===== config.mk =====
export PLATFORM = sky130hd
export DESIGN_NAME = ddr_burst_timer
export DESIGN_NICKNAME = d
export VERILOG_FILES = /design/src/rtl/ddrt_pkg.sv /design/src/rtl/ddrt_lat_calc.sv /design/src/rtl/ddrt_hold_timer.sv /design/src/rtl/ddrt_win_pipe.sv /design/src/rtl/ddr_burst_timer.sv
export SDC_FILE = /design/constraint.sdc
export NUM_CORES = 1
export LEC_CHECK = 0
export ABC_CLOCK_PERIOD_IN_PS = 2200
export BUFFER_PORTS_ARGS = -buffer_cell sky130_fd_sc_hd__clkbuf_2
export CAP_MARGIN = 5
export CORE_ASPECT_RATIO = 0.5
export CORE_MARGIN = 2
export CORE_UTILIZATION = 54
export CTS_CLUSTER_SIZE = 20
export DETAILED_ROUTE_END_ITERATION = 10
export PLACE_DENSITY_LB_ADDON = 0.05
export RECOVER_POWER = 50
export SLEW_MARGIN = 5
export SYNTH_ARGS = -nofsm -noshare
export SYNTH_HDL_FRONTEND = slang
export SYNTH_HIERARCHICAL = 1
export SYNTH_SLANG_ARGS = --single-unit

===== constraint.sdc =====
create_clock -name clk -period 2.2 [get_ports clk]
set_input_delay 0.22 -clock clk [delete_from_list [all_inputs] [get_ports clk]]
set_output_delay 0.22 -clock clk [all_outputs]
set_load 0.03 [all_outputs]

===== src/rtl/ddrt_pkg.sv =====
`timescale 1ns/1ps
package ddrt_pkg;
  typedef enum logic [1:0] {
    AL_ZERO  = 2'd0,
    AL_CL_M1 = 2'd1,
    AL_CL_M2 = 2'd2,
    AL_BAD   = 2'd3
  } al_mode_e;

  typedef enum logic [1:0] {
    ZQ_OTHER = 2'd0,
    ZQ_INIT  = 2'd1,
    ZQ_REFX  = 2'd2,
    ZQ_RSVD  = 2'd3
  } zq_ctx_e;
endpackage


===== src/rtl/ddrt_lat_calc.sv =====
`timescale 1ns/1ps
module ddrt_lat_calc #(
  parameter int CFG_W   = 4,
  parameter int LAT_W   = 5,
  parameter int CL_MIN  = 5,
  parameter int CL_MAX  = 11,
  parameter int CWL_MIN = 5,
  parameter int CWL_MAX = 12
) (
  input  logic [CFG_W-1:0] cl,
  input  logic [1:0]       al_sel,
  input  logic [CFG_W-1:0] cwl,
  output logic [LAT_W-1:0] rd_lat,
  output logic [LAT_W-1:0] wr_lat,
  output logic             bad
);
  import ddrt_pkg::*;

  localparam logic [CFG_W-1:0] CL_LO  = CFG_W'(CL_MIN);
  localparam logic [CFG_W-1:0] CL_HI  = CFG_W'(CL_MAX);
  localparam logic [CFG_W-1:0] CWL_LO = CFG_W'(CWL_MIN);
  localparam logic [CFG_W-1:0] CWL_HI = CFG_W'(CWL_MAX);

  logic [LAT_W-1:0] cl_x, cwl_x, al_x;
  logic             al_bad, cl_bad, cwl_bad;

  always_comb begin
    cl_x   = LAT_W'(cl);
    cwl_x  = LAT_W'(cwl);
    al_bad = 1'b0;
    unique case (al_mode_e'(al_sel))
      AL_ZERO:  al_x = '0;
      AL_CL_M1: al_x = cl_x - LAT_W'(1);
      AL_CL_M2: al_x = cl_x - LAT_W'(2);
      default: begin
        al_x   = '0;
        al_bad = 1'b1;
      end
    endcase
    cl_bad  = (cl < CL_LO) || (cl > CL_HI);
    cwl_bad = (cwl < CWL_LO) || (cwl > CWL_HI);
    bad     = al_bad || cl_bad || cwl_bad;
    rd_lat  = al_x + cl_x;
    wr_lat  = al_x + cwl_x;
  end
endmodule


===== src/rtl/ddrt_hold_timer.sv =====
`timescale 1ns/1ps
module ddrt_hold_timer #(
  parameter int CNT_W = 4
) (
  input  logic             clk,
  input  logic             rst_n,
  input  logic             load,
  input  logic [CNT_W-1:0] len,
  output logic             busy
);
  logic [CNT_W-1:0] cnt_q, cnt_d;
  logic             cnt_en;

  assign busy   = (cnt_q != '0);
  assign cnt_en = load || busy;

  always_comb begin
    if (load) cnt_d = len;
    else      cnt_d = cnt_q - CNT_W'(1);
  end

  always_ff @(posedge clk or negedge rst_n) begin
    if (!rst_n)      cnt_q <= '0;
    else if (cnt_en) cnt_q <= cnt_d;
  end

  // a new hold may only start once the previous one has run out
  p_load_idle_r8: assert property (@(posedge clk) disable iff (!rst_n)
    load |-> !busy);

  // a running hold counts down by one each cycle
  p_countdown_r9: assert property (@(posedge clk) disable iff (!rst_n)
    (busy && !load) |=> (cnt_q == $past(cnt_q) - CNT_W'(1)));
endmodule


===== src/rtl/ddrt_win_pipe.sv =====
`timescale 1ns/1ps
module ddrt_win_pipe #(
  parameter int DEPTH      = 26,
  parameter int LAT_W      = 5,
  parameter int BURST_CLKS = 4,
  parameter int CHOP_CLKS  = 2
) (
  input  logic             clk,
  input  logic             rst_n,
  input  logic             start,
  input  logic             chop,
  input  logic [LAT_W-1:0] lat,
  output logic             win
);
  localparam logic [DEPTH-1:0] FULL_MASK = {{(DEPTH-BURST_CLKS){1'b0}}, {BURST_CLKS{1'b1}}};
  localparam logic [DEPTH-1:0] CHOP_MASK = {{(DEPTH-CHOP_CLKS){1'b0}}, {CHOP_CLKS{1'b1}}};

  logic [DEPTH-1:0] sr_q, sr_d, ins;

  always_comb begin
    ins = '0;
    if (start) ins = (chop ? CHOP_MASK : FULL_MASK) << (lat - LAT_W'(1));
    sr_d = (sr_q >> 1) | ins;
  end

  always_ff @(posedge clk or negedge rst_n) begin
    if (!rst_n) sr_q <= '0;
    else        sr_q <= sr_d;
  end

  assign win = sr_q[0];

  // a new window never lands on one already in flight
  p_no_overlap_r8: assert property (@(posedge clk) disable iff (!rst_n)
    start |-> (((sr_q >> 1) & ins) == '0));
endmodule


===== src/rtl/ddr_burst_timer.sv =====
`timescale 1ns/1ps
module ddr_burst_timer #(
  parameter int CFG_W         = 4,
  parameter int CL_MIN        = 5,
  parameter int CL_MAX        = 11,
  parameter int CWL_MIN       = 5,
  parameter int CWL_MAX       = 12,
  parameter int BURST_CLKS    = 4,
  parameter int CHOP_CLKS     = 2,
  parameter int ZQ_INIT_CLKS  = 512,
  parameter int ZQ_REFX_CLKS  = 256,
  parameter int ZQ_SHORT_CLKS = 64,
  localparam int LAT_MAX      = (CL_MAX - 1) + ((CL_MAX > CWL_MAX) ? CL_MAX : CWL_MAX),
  localparam int LAT_W        = $clog2(LAT_MAX + 1)
) (
  input  logic             clk,
  input  logic             rst_n,
  input  logic [CFG_W-1:0] cfg_cl,
  input  logic [1:0]       cfg_al_sel,
  input  logic [CFG_W-1:0] cfg_cwl,
  input  logic             rd_req,
  input  logic             wr_req,
  input  logic             zq_req,
  input  logic             chop_req,
  input  logic [1:0]       zq_ctx,
  output logic [LAT_W-1:0] rd_lat,
  output logic [LAT_W-1:0] wr_lat,
  output logic             cfg_err,
  output logic             cmd_block,
  output logic             rd_valid,
  output logic             wr_en
);
  import ddrt_pkg::*;

  localparam int DEPTH  = LAT_MAX + BURST_CLKS;
  localparam int SLOT_W = $clog2(BURST_CLKS);
  localparam int ZQ_W   = $clog2(ZQ_INIT_CLKS + 1);

  // reset: asserted at once, released on a clock edge
  logic [1:0] rst_sq;
  logic       rst_i_n;

  always_ff @(posedge clk or negedge rst_n) begin
    if (!rst_n) rst_sq <= 2'b00;
    else        rst_sq <= {rst_sq[0], 1'b1};
  end
  assign rst_i_n = rst_sq[1];

  ddrt_lat_calc #(
    .CFG_W(CFG_W), .LAT_W(LAT_W), .CL_MIN(CL_MIN), .CL_MAX(CL_MAX),
    .CWL_MIN(CWL_MIN), .CWL_MAX(CWL_MAX)
  ) u_lat (
    .cl(cfg_cl), .al_sel(cfg_al_sel), .cwl(cfg_cwl),
    .rd_lat(rd_lat), .wr_lat(wr_lat), .bad(cfg_err)
  );

  // command acceptance with fixed priority read > write > ZQ
  logic slot_busy, zq_busy, can_issue;
  logic acc_rd, acc_wr, acc_zq, acc_col;
  logic [ZQ_W-1:0] zq_len;

  always_comb begin
    cmd_block = slot_busy || zq_busy;
    can_issue = !cmd_block && !cfg_err;
    acc_rd    = can_issue && rd_req;
    acc_wr    = can_issue && wr_req && !rd_req;
    acc_zq    = can_issue && zq_req && !rd_req && !wr_req;
    acc_col   = acc_rd || acc_wr;
    unique case (zq_ctx_e'(zq_ctx))
      ZQ_INIT: zq_len = ZQ_W'(ZQ_INIT_CLKS);
      ZQ_REFX: zq_len = ZQ_W'(ZQ_REFX_CLKS);
      default: zq_len = ZQ_W'(ZQ_SHORT_CLKS);
    endcase
  end

  ddrt_hold_timer #(.CNT_W(SLOT_W)) u_slot (
    .clk(clk), .rst_n(rst_i_n), .load(acc_col),
    .len(SLOT_W'(BURST_CLKS - 1)), .busy(slot_busy)
  );

  ddrt_hold_timer #(.CNT_W(ZQ_W)) u_zq (
    .clk(clk), .rst_n(rst_i_n), .load(acc_zq),
    .len(zq_len), .busy(zq_busy)
  );

  ddrt_win_pipe #(
    .DEPTH(DEPTH), .LAT_W(LAT_W), .BURST_CLKS(BURST_CLKS), .CHOP_CLKS(CHOP_CLKS)
  ) u_rdwin (
    .clk(clk), .rst_n(rst_i_n), .start(acc_rd), .chop(chop_req),
    .lat(rd_lat), .win(rd_valid)
  );

  ddrt_win_pipe #(
    .DEPTH(DEPTH), .LAT_W(LAT_W), .BURST_CLKS(BURST_CLKS), .CHOP_CLKS(CHOP_CLKS)
  ) u_wrwin (
    .clk(clk), .rst_n(rst_i_n), .start(acc_wr), .chop(chop_req),
    .lat(wr_lat), .win(wr_en)
  );

  // an accepted column command holds off the next cycle
  p_slot_block_r8: assert property (@(posedge clk) disable iff (!rst_i_n)
    acc_col |=> cmd_block);

  // an accepted calibration command holds off the next cycle
  p_zq_block_r9: assert property (@(posedge clk) disable iff (!rst_i_n)
    acc_zq |=> (cmd_block && zq_busy));
endmodule


==> summary.md, run 1 <==
| Metric | Value |
|---|---|
| Status | `did not finish` |
| Exit stage | `global routing` |
| Halt Reason | `[ERROR DPL-0038] Utilization greater than 100%, impossible to legalize` |
| Synth area leaders | `dfrtp_1 44%, ha_1 7.0%, o21bai_1 4.0%, a21o_1 3.8%, inv_1 2.8%` |
| Yosys top cell by area | `dfrtp_1` |
| FFs w/ async S/R, synth | `100%` |
| Sequential area share after synthesis | `43.8%` |
| Post-GRT worst EP | `u_wrwin/sr_q[18]$_DFF_PN0_/D` |
| Most common library cells after synthesis | `66 x dfrtp_1, 28 x inv_1, 25 x nand2_1` |
| Top FF cell, synth | `dfrtp_1` |
| EDFF count, synth | `0` |
| Final RePlAce weighted congestion | `0.837` |
| Post-Synthesis Cells | `366` |
| Die Span Y | `63.1 um` |
| Root Buffer | `clkbuf_16` |
| IO Port Bufs | `31` |
| Post-synthesis mux area share | `4.05%` |
| Chip width | `122 um` |
| Compound-Gate Fraction of Synth Area | `19.4%` |
| Xor/xnor cell area share of the yosys netlist | `4.81%` |
| Adder-Cell Fraction of Synth Area | `8.03%` |
| Boundary Pins | `32` |
| YS warnings | `6` |
| Synth cell types | `54` |
| Clk buf depth | `2` |
| Simple-Gate Fraction of Synth Area | `16.0%` |
| Worst-path end type | `sequential cell input` |
| Largest net degree at the start of global routing | `65` |
| Placed Area | `5120 sq um` |
| Clk sink count | `66` |
| Count leader, synth | `dfrtp_1` |
| CTS buffer count | `9` |
| Combinational family with the most area after synthesis | `compound AO/OA/AOI/OAI gates` |
| Dpl cells | `587` |
| Yosys reg bits | `66` |
| H-tree depth | `3` |
| Mean area per synthesized cell | `10.3 sq um` |
| Hpwl dp | `6970 um` |
| Initial Util | `56.0%` |
| Synthesized area | `3770 sq um` |
| Site Rows | `21` |
| Post-synth top area share | `43.8%` |
## stage by stage
step	worst slack [ps]	utilization (%)	setup TNS (ps)
after CTS	-569	90.8	-27050
after detailed placement	-1070	76.1	-50390
after global placement	-958	76.1	-46560
after floorplan	-839	-	-30920
## timing repair
item / in CTS
pin swaps: 54
endpoints found under the hold margin: 2
hold buffers: 1
gates resized for setup: 110
endpoints found under the setup margin: 73
setup buffers: 28
cloned: 1
## logic make-up after synthesis
kind of cell,Yosys count
other,2
flip-flops,66
AND/OR/NAND/NOR,109
buffers and inverters,37
AO/OA/AOI/OAI,96
XOR/XNOR,19
multiplexers,14
adder cells (fa/ha/maj),23
==> run 2: changes to the inputs <==
ABC_CLOCK_PERIOD_IN_PS = 2860   (was 2200)
CORE_ASPECT_RATIO = unset   (was 0.5)
CORE_UTILIZATION = 40   (was 54)
CTS_CLUSTER_SIZE = unset   (was 20)
PLACE_DENSITY_LB_ADDON = 0.15   (was 0.05)
clock period = 2.86 ns   (was 2.2 ns; I/O delays follow)
==> run 2 against run 1 <==
The flow now finishes, with violations (setup timing); synthesized cell count did not move; area after synthesis did not move.
==> summary.md, run 2 <==
| Metric | Value |
|---|---|
| Status | `complete, but fails checks` |
| Failing checks | `setup timing` |
| DRT iter0 DRCs | `100` |
| Synthesized area | `3770 sq um (unchanged)` |
| Clk pin slew, worst setup/hold paths | `70 ps` |
| IO Port Bufs | `31 (unchanged)` |
| Levels on crit path | `14` |
| Layout cell share with drive strength beyond 1 | `39.9%` |
| ANT nets after route | `0` |
| Clk sink count | `66 (unchanged)` |
| Post-DR vias/cell | `5.06` |
| Top flop regs | `u_rdwin/sr_q x26, u_wrwin/sr_q x26, u_zq/cnt_q x10` |
| Top FF cell, synth | `dfrtp_1` |
| Clock Latency Late Sink | `340 ps` |
| Max_slew headroom | `8.26%` |
| Most common library cells after synthesis | `66 x dfrtp_1, 28 x inv_1, 25 x nand2_1` |
| Reg2reg start | `u_zq/cnt_q[0]` |
| Crit path DAT | `3130 ps` |
| RSZ-0062 raised after global routing | `yes` |
| Max_cap viols | `0` |
| CP max stage delay | `390 ps` |
| RR Endpoint | `u_rdwin/sr_q[18]` |
| Antenna violations before repair | `0` |
| Max-slew violations | `0` |
| Final RePlAce weighted congestion | `0.826 (-1.2%)` |
| CORE AREA | `9200 sq um` |
| Post-synth top area share | `43.8% (unchanged)` |
| H-tree depth | `3 (unchanged)` |
| Synth cell types | `54 (unchanged)` |
| Nets | `533` |
| Filler cells | `800` |
| Hpwl dp | `6640 um (-4.8%)` |
| Critical path's top delay family | `simple AND/OR/NAND/NOR gates` |
| Hold Vio Cnt, Final | `0` |
| Max FO, Critical Path | `3` |
| Synth area leaders | `dfrtp_1 44%, ha_1 7.0%, o21bai_1 4.0%, a21o_1 3.8%, inv_1 2.8%` |
| Net Sw Frac | `33.5%` |
| Leak Pwr | `2.64 nW` |
| Worst slew pin tran | `1380 ps` |
| Leading cell types in the layout, fill and taps excluded | `80 x buf_4, 66 x dfrtp_1, 24 x clkbuf_2` |
| Global route overflow | `0` |
| P&R area growth vs syn | `40.2%` |
| Count leader, synth | `dfrtp_1` |
| Root Buffer | `clkbuf_8` |
| Via count | `3074` |
| Drt drc | `0` |
| Post-Synthesis Cells | `366 (unchanged)` |
| Initial Util | `41.0% (-15 points)` |
| Crit. End Element | `register` |
| YS warnings | `6 (unchanged)` |
| Worst hold slack | `246 ps` |
| Wire per inst | `14.0 um` |
| EDFF count, synth | `0 (unchanged)` |
| Largest net degree at the start of global routing | `28` |
| Cell-by-cell listing of the critical path | `buf_12 > inv_12 > ha_4 > or2b_1 > a21o_1 > inv_2 > ha_4 > a31o_4 > a21oi_4 > xnor2_4 > or3b_4 > mux2_4 > or3_4 > a32oi_1` |
| Post-Layout Cell Count | `607` |
| Full die area | `10200 sq um` |
| Internal Power | `0.00213 W` |
| Power per cell area | `606 nW/um^2` |
| Ant. Diodes | `0` |
| CP startpoint kind | `input port` |
| Tot Pwr | `0.00320 W` |
| Worst setup margin | `-4.08 ps` |
| Die Span Y | `101 um (+60%)` |
| Site Rows | `35 (+67%)` |
| Clock network power share | `26.2%` |
| Sequential share of power | `35.0%` |
| Vias in the first global route | `3104` |
| HP Class | `input port to async pin` |
| Crit-path slowest cell | `or3b_4` |
| FFs w/ async S/R, synth | `100% (unchanged)` |
| Dpl cells | `583 (-0.68%)` |
| Yosys top cell by area | `dfrtp_1` |
| Final period util | `100%` |
| Pre-antenna DRT Iters | `4` |
| Max Clk Rate | `349 MHz` |
| Net Switching | `0.00107 W` |
| Boundary Pins | `32 (unchanged)` |
| CP bufs+invs | `3` |
| Worst vdd ir | `0.449 mV` |
| Total track usage | `18.7%` |
| Commonest non-fill, non-tap cell in the layout | `buf_4` |
| Critical Path RT | `3120 ps` |
| Mean area per synthesized cell | `10.3 sq um (unchanged)` |
| Logic pwr share | `38.8%` |
| Tmin final | `2860 ps` |
| Most frequent CP cell | `ha_4` |
| TritonCTS clock tree | `yes` |
| R2R depth | `11` |
| Sequential area share after synthesis | `43.8% (unchanged)` |
| Chip width | `101 um (-17%)` |
| Clock skew | `10.1 ps` |
| Clk buf depth | `2 (unchanged)` |
| Drt total wl | `8520 um` |
| First-pass GRT wire length | `14700 um` |
| Setup CP Type | `input port to register` |
| Yosys reg bits | `66 (unchanged)` |
| Flop2flop setup slack | `150 ps` |
| Final setup fails | `1` |
| CTS buffer count | `9 (unchanged)` |
## run 2: cell counts after synthesis
No cell type changed its count.
## run 2: worst reg2reg max path, stage by stage (launching register included)
cell	delay, ps
dfrtp_1	380
inv_1	80
ha_2	210
or3b_1	380
nor3_2	150
inv_1	100
nor3_2	220
and2_4	200
nand2b_2	110
mux2_4	290
or3_4	370
a32oi_1	150
## run 2: per-layer routing
| metal | share of wire [%] | vias up | wire, um | track usage [%] |
|---|---|---|---|---|
| met2 | 49 | 43 | 4160 | 30.8 |
| met4 | 1.1 | 0 | 97 | 4.99 |
| met5 | 0 | - | 0 | 0 |
| li1 | - | 1549 | - | - |
| met1 | 47 | 1475 | 3980 | 24.0 |
| met3 | 3.3 | 7 | 284 | 5.69 |
## run 2: area by class of cell
type	count	area (sq um)	share of cell area [%]
clock buffer	12	145	2.75
clock inverter	3	65.1	1.23
inverter	28	128	2.42
multi-input combinational	271	2330	44.1
sequential	66	1650	31.3
tap	111	139	2.63
timing repair buffer	116	826	15.6
## run 2: kinds of logic after synthesis
kind of cell             synth area share, %
AND/OR/NAND/NOR                         16.0
AO/OA/AOI/OAI                           19.4
flip-flops                              43.8
buffers and inverters                   3.72
adder cells (fa/ha/maj)                 8.03
XOR/XNOR                                4.81
multiplexers                            4.05
other                                  0.199
## run 2: worst max path at each step
| stage | startpoint | end | slack (ps) |
|---|---|---|---|
| 3_3_place_gp | cfg_cl[1] | u_wrwin/sr_q[18] | -350 |
| 4_1_cts | cfg_cl[1] | u_wrwin/sr_q[18] | 40 |
| 2_1_floorplan | cfg_cl[1] | u_rdwin/sr_q[18] | -250 |
| 5_1_grt | cfg_cl[1] | u_rdwin/sr_q[18] | -50 |
| 6_report | cfg_cl[1] | u_rdwin/sr_q[18] | -4 |
| 3_5_place_dp | cfg_cl[1] | u_wrwin/sr_q[18] | -410 |
## run 2: through the flow
| stage | worst slack (ps) | setup TNS (ps) | area (sq um) | util [%] |
|---|---|---|---|---|
| finish | -4.08 | -4.08 | 5280 | 57.4 |
| global route | -53.0 | -66.5 | 5280 | 57.4 |
| CTS | 35.1 | 0 | 5120 | 55.7 |
| detailed placement | -405 | -14770 | 4890 | 53.2 |
| global placement | -355 | -13590 | 4890 | 53.2 |
| floorplan | -245 | -1890 | 4080 | - |
## run 2: power groups by stage
stage / combinational (W) / sequential, W / clock [W]
CTS: 0.00121 / 0.00112 / 0.000871
global placement: 0.00117 / 0.00113 / 0
floorplan: 0.000778 / 0.00112 / 0
global route: 0.00137 / 0.00114 / 0.000915
finish: 0.00124 / 0.00112 / 0.000838
detailed placement: 0.00120 / 0.00113 / 0
## run 2: repair_timing
item / CTS / global route
pin swaps: 2 / 23
hold buffers: 1 / 0
setup buffers: 0 / 8
gates resized for setup: 3 / 34
cloned: 0 / 0
hold endpoints to repair: 2 / 0
setup endpoints to repair: 4 / 27
Power figures use the tool's default switching activity.
